<file path="src/rtl/pulse_capture.sv">
module pulse_capture #(
  parameter int WIDTH = 16,
  parameter int DIV1  = 16,
  parameter int DIV2  = 64,
  parameter int DIV3  = 512
) (
  input  logic             clk,
  input  logic             rst_n,
  input  logic             pin_in,
  input  logic [1:0]       clk_sel,
  input  logic             edge_sel,
  input  logic             width_mode,
  input  logic             run,
  input  logic             mode_wr,
  output logic [WIDTH-1:0] cap_val,
  output logic             irq,
  output logic             ovf
);
  localparam int PW = $clog2(DIV3 + 1);

  logic [1:0]       sync;
  logic             pin_prev;
  logic [PW-1:0]    presc;
  logic [PW-1:0]    div_m1;
  logic [WIDTH-1:0] cnt;
  logic             armed;
  logic             tick, edge_seen, rise, meas;

  always_comb begin
    case (clk_sel)
      2'd0:    div_m1 = '0;
      2'd1:    div_m1 = PW'(DIV1 - 1);
      2'd2:    div_m1 = PW'(DIV2 - 1);
      default: div_m1 = PW'(DIV3 - 1);
    endcase
  end

  assign tick      = run && (presc >= div_m1);
  assign edge_seen = sync[1] ^ pin_prev;
  assign rise      = sync[1] & ~pin_prev;
  assign meas      = tick && edge_seen && (width_mode || (rise == edge_sel));

  always_ff @(posedge clk or negedge rst_n) begin
    if (!rst_n) begin
      sync     <= '0;
      pin_prev <= 1'b0;
      presc    <= '0;
      cnt      <= '0;
      cap_val  <= '0;
      armed    <= 1'b0;
      irq      <= 1'b0;
      ovf      <= 1'b0;
    end else begin
      sync <= {sync[0], pin_in};
      irq  <= meas && armed;
      if (mode_wr)
        ovf <= 1'b0;
      else if (tick && !meas && (&cnt))
        ovf <= 1'b1;
      if (!run) begin
        presc    <= '0;
        cnt      <= '0;
        armed    <= 1'b0;
        pin_prev <= sync[1];
      end else begin
        presc <= tick ? '0 : presc + 1'b1;
        if (tick) begin
          pin_prev <= sync[1];
          if (meas) begin
            cap_val <= cnt;
            cnt     <= WIDTH'(1);
            armed   <= 1'b1;
          end else begin
            cnt <= cnt + 1'b1;
          end
        end
      end
    end
  end
endmodule

</file>
<file path="config.mk">
export PLATFORM = sky130hd
export DESIGN_NAME = pulse_capture
export DESIGN_NICKNAME = d
export VERILOG_FILES = /design/src/rtl/pulse_capture.sv
export SDC_FILE = /design/constraint.sdc
export NUM_CORES = 1
export LEC_CHECK = 0
export CORE_MARGIN = 5
export CORE_UTILIZATION = 45
export CTS_CLUSTER_DIAMETER = 100
export DETAILED_ROUTE_END_ITERATION = 12
export PLACE_DENSITY = 0.74
export SLEW_MARGIN = 20
export SYNTH_ARGS = -nofsm -noshare
export SYNTH_HDL_FRONTEND = slang
export SYNTH_SLANG_ARGS = --single-unit
</file>
<file path="constraint.sdc">
create_clock -name clk -period 6.05 [get_ports clk]
set_input_delay 1.21 -clock clk [delete_from_list [all_inputs] [get_ports clk]]
set_output_delay 1.21 -clock clk [all_outputs]
set_load 0.1 [all_outputs]
</file>
# After elaboration in Yosys (flattened, before gate mapping)
# Cells that the tools add are included.
[totals]
output_inout_bits = 18
word_cells = 45
register_bits = 48
in_bits = 9
[classes]
n_reduce_logical = 13
n_lt_le_gt_ge = 1
n_mux = 13
bitwise = 3
add_sub_neg = 2
eq_ne = 5
[ops]
columns = ["cell", "n"]
rows = [
  ["$mux 16", 3],
  ["$pmux 9 s3", 1],
  ["$mux 10", 2],
  ["$add 16x1->16 const B", 1],
  ["$reduce_and 16->1", 1],
  ["$add 10x1->10 const B", 1],
  ["$ge 10x10->1", 1],
  ["$mux 1", 7],
  ["$logic_and 1x1->1", 6],
  ["$ne 2x1->1 const B", 2],
  ["$reduce_and 3->1", 1],
  ["$eq 2x1->1 const B", 1],
  ["$eq 2x2->1 const B", 1],
  ["$logic_not 2->1", 1],
  ["$reduce_and 2->1", 1],
  ["$reduce_bool 2->1", 1],
  ["$and 1x1->1", 1],
  ["$eq 1x1->1", 1],
  ["$logic_not 1->1", 1],
  ["$logic_or 1x1->1", 1],
  ["$not 1->1", 1],
  ["$xor 1x1->1", 1],
]

# Longest topological paths before layout
[logic_depth]
depth_word = 11
ltp_mapped = 9
depth_no_buf = 8

# Worst setup path after synthesis
# OpenSTA, ideal clock, no wires.
[synth_path]
kind = "input port to flip-flop"
from = "in clk_sel[1]"
to = "reg cap_val[10]"
stages = 9
path_slack_ns = 2.815
t_arrival_ns = 3.109
path_buffers = 1
required_ns = 5.924
setup_ns = 0.126
cell_sequence = "or2_4 inv_1 ha_1 o211ai_2 a221oi_4 a211oi_4 nor3_4 buf_8 mux2_4"
[synth_via]
elab_chain_len = 7
elab_cells_between_ends = 9
classes_between = "order compare (1); eq/ne (2); mux (1); reduce/logical (5)"
[synth_rtl]
columns = ["item", "line_no", "rtl"]
rows = [
  ["start: declaration", "10", "input logic [1:0] clk_sel,"],
  ["$eq 2x2->1 (tied with other cells)", "30", "case (clk_sel)"],
  ["$pmux 9 s3 (*)", "30", ""],
  ["$ge 10x10->1 (*)", "38", "assign tick = run && (presc >= div_m1);"],
  ["$logic_and 1x1->1 (*)", "38", ""],
  ["$logic_and 1x1->1 (2 in series)", "41", "assign meas = tick && edge_seen && (width_mode || (rise == edge_sel));"],
  ["$reduce_and 3->1 (no line) (*)", "--", ""],
  ["end signal: assignment", "70", "cap_val <= cnt;"],
  ["end: declaration", "15", "output logic [WIDTH-1:0] cap_val,"],
]
# Mark *: on every way between the ends. The rest lies on a longest branch, timed or not.
# A chain may end at the register's enable or synchronous reset.

# Worst setup path in the final report
[layout_path]
from = "in clk_sel[1]"
to = "reg cap_val[0]"
# The elaborated chain is that of the path after synthesis.

==> results.json <==
{
  "required_ns": 6.23,
  "synth_warnings": 0,
  "synth_cells": 211,
  "cts-buffers-inserted": 5,
  "antennaDiodeCount": 0,
  "firstDrtPassIters": 4,
  "area_growth_pct": 17.3,
  "drive_gt1_frac": 0.133,
  "ys_ff_latch": 48,
  "routedWlPerCell_um": 14.7,
  "final_nets": 255,
  "drcViolationCount": 0,
  "track_usage": 0.154,
  "relSlewSlack": 0.348,
  "detailed_place_hpwl_um": 3140,
  "grt_max_degree": 49,
  "timing.fmax_ghz": 0.249,
  "cts_tree": "done",
  "antenna_left": 0,
  "synth.avg_cell_area_sq_um": 11.2,
  "via_per_inst": 5.64,
  "fin_crit_sh": 0.663,
  "clkSinkCount": 48,
  "wl_um": 4570,
  "dieArea_sq_um": 6790,
  "fin_util": 0.542,
  "ys.flop_type": "dfrtp_1",
  "seq_area_frac_synth": 0.509,
  "yosysUniqueCellTypes": 44,
  "endpoint_kind": "flop",
  "critPathArrivalTime_ns": 4.19,
  "post_cts_resized": 0,
  "port_buffers": 26,
  "io_pins": 27,
  "power.density_nw_per_um2": 210,
  "final.setup.tns_ns": 0,
  "worstPathMaxFanout": 17,
  "synth_fp_nets": 227,
  "fp.dieH_um": 82.4,
  "vdd.ir_drop.worst_uv": 95.6,
  "post-cts-setup-buffers": 0,
  "place.gp.congestion": 0.818,
  "period_needed_ns": 4.01,
  "p_leak_nw": 1.26,
  "htree_num_levels": 2,
  "rsz0062_at_grt": "false",
  "initial_core_util": 0.462,
  "core.rowCount": 26,
  "grt_pass1_wl_um": 7870,
  "cts_buffer_depth": 2,
  "fin_hold_ws_ns": 0.356,
  "cp-start-kind": "input port",
  "syn_area_sq_um": 2360,
  "ctsHoldBuffers": 0,
  "slew_viol_final": 0,
  "total_power_mw": 0.581,
  "status": "finished, final reports clean",
  "worst_hold_path_type": "reg2reg",
  "grt_pass1_vias": 1727,
  "fin_skew_ns": 0.0103,
  "die_x_um": 82.4,
  "cts_root_buf": "clkbuf_8",
  "synth_edf_count": 0,
  "overflow": 0,
  "drv_cap": 0,
  "crit_type": "in2reg",
  "synth-async-reset-ratio": 1.00,
  "worst_pin_slew_ns": 0.976,
  "setup_viol": 0,
  "antenna_found_initial": 0,
  "regToRegSetupSlack_ns": 3.25,
  "fp.coreArea_sq_um": 5110,
  "first_iter_violations": 100,
  "hold_viol": 0,
  "clock_latency_ns": 0.30,
  "vias": 1747,
  "clk_pin_slew_ns": 0.08
}
==> per-layer routing <==
layer	share of wire	vias to the layer above	global-route usage	wire [um]
li1	-	840	-	-
met1	0.46	855	0.197	2110
met2	0.47	45	0.252	2160
met3	0.043	7	0.0369	195
met4	0.020	0	0.0565	93
met5	0	-	0	0
==> path summary, 6_finish.rpt <==
check	to	cells past startpoint	startpoint
max in group asynchronous	cap_val[10]	1	rst_n
setup reg to reg	cap_val[0]	6	presc[8]
hold reg to reg	sync[1]	0	sync[0]
min in group asynchronous	presc[7]	1	rst_n
setup / recovery	cap_val[0]	8	clk_sel[1]
hold / removal	sync[1]	0	sync[0]
==> cell usage after synthesis, types with 2 or more instances <==
cell	count	area share
nand3_1	15	0.032
and3_1	4	0.011
nand2_1	13	0.021
o31ai_1	5	0.016
nor2_1	19	0.030
a211o_1	2	0.0074
nor3_1	2	0.0042
ha_1	7	0.037
clkbuf_2	2	0.0042
mux2_2	7	0.033
nand4_1	5	0.013
a31oi_1	6	0.016
and2_1	3	0.0080
o41ai_1	3	0.011
clkbuf_1	2	0.0032
nor2b_1	2	0.0053
a21oi_1	4	0.0085
xor2_1	5	0.019
inv_1	5	0.0080
o21ai_0	19	0.040
xnor2_1	3	0.011
dfrtp_1	48	0.51
mux2_4	9	0.057
==> stage by stage <==
stage	setup slack (ns)	instance area, sq um	instances
after floorplan	2.81	2360	211
after global placement	1.82	2670	302
after detailed placement	1.69	2670	302
after CTS	2.00	2770	310
after global routing	1.89	2770	310
final	2.04	2770	310
==> logic make-up after synthesis <==
kind of cell,count (synthesis),synth area share
AO/OA/AOI/OAI,51,0.159
XOR/XNOR,8,0.0297
multiplexers,16,0.0907
adder cells (fa/ha/maj),7,0.0371
AND/OR/NAND/NOR,70,0.151
flip-flops,48,0.509
buffers and inverters,11,0.0239
==> cell usage in the layout, fill, tap and decap left out, drive strengths merged, types with 2 or more instances in the layout <==
| cell type | count |
|---|---|
| nand2 | 13 |
| ha | 7 |
| o31ai | 5 |
| or2 | 2 |
| a211o | 2 |
| o41ai | 3 |
| xnor2 | 3 |
| nand3 | 15 |
| clkdlybuf4s50 | 25 |
| a21oi | 4 |
| nand4 | 5 |
| nor3 | 3 |
| o21ai | 19 |
| nor2 | 19 |
| inv | 5 |
| dfrtp | 48 |
| nor2b | 2 |
| and2 | 3 |
| buf | 2 |
| xor2 | 5 |
| and3 | 4 |
| clkbuf | 7 |
| a31oi | 6 |
| mux2 | 16 |
==> area by class of cell <==
cell class	instances	area, sq um
clock inverter	1	7.51
multi-input combinational	152	1100
sequential	48	1200
fill	467	2340
clock buffer	7	86.3
tap	70	87.6
inverter	5	18.8
timing repair buffer	27	265
==> registers in the layout (all words and copies together) (netlist names) <==
signal / cells
armed: 1
cap_val: 16
cnt: 16
irq: 1
ovf: 1
pin_prev: 1
presc: 10
sync: 2
==> where the power goes <==
part           total [mW]  switching, mW  internal (mW)  leakage, nW
logic              0.0537         0.0349         0.0188        0.549
registers           0.328        0.00385          0.325        0.662
clock network       0.199          0.106         0.0930       0.0445
total               0.581          0.144          0.436         1.26
==> critical path, stage by stage <==
cell	delay [ns]
clkdlybuf4s50_1	0.57
nand2_1	0.13
ha_1	0.32
and4b_1	0.35
o311a_1	0.32
a211oi_4	0.08
nor3_4	0.80
mux2_2	0.41
Power figures use the tool's default switching activity.
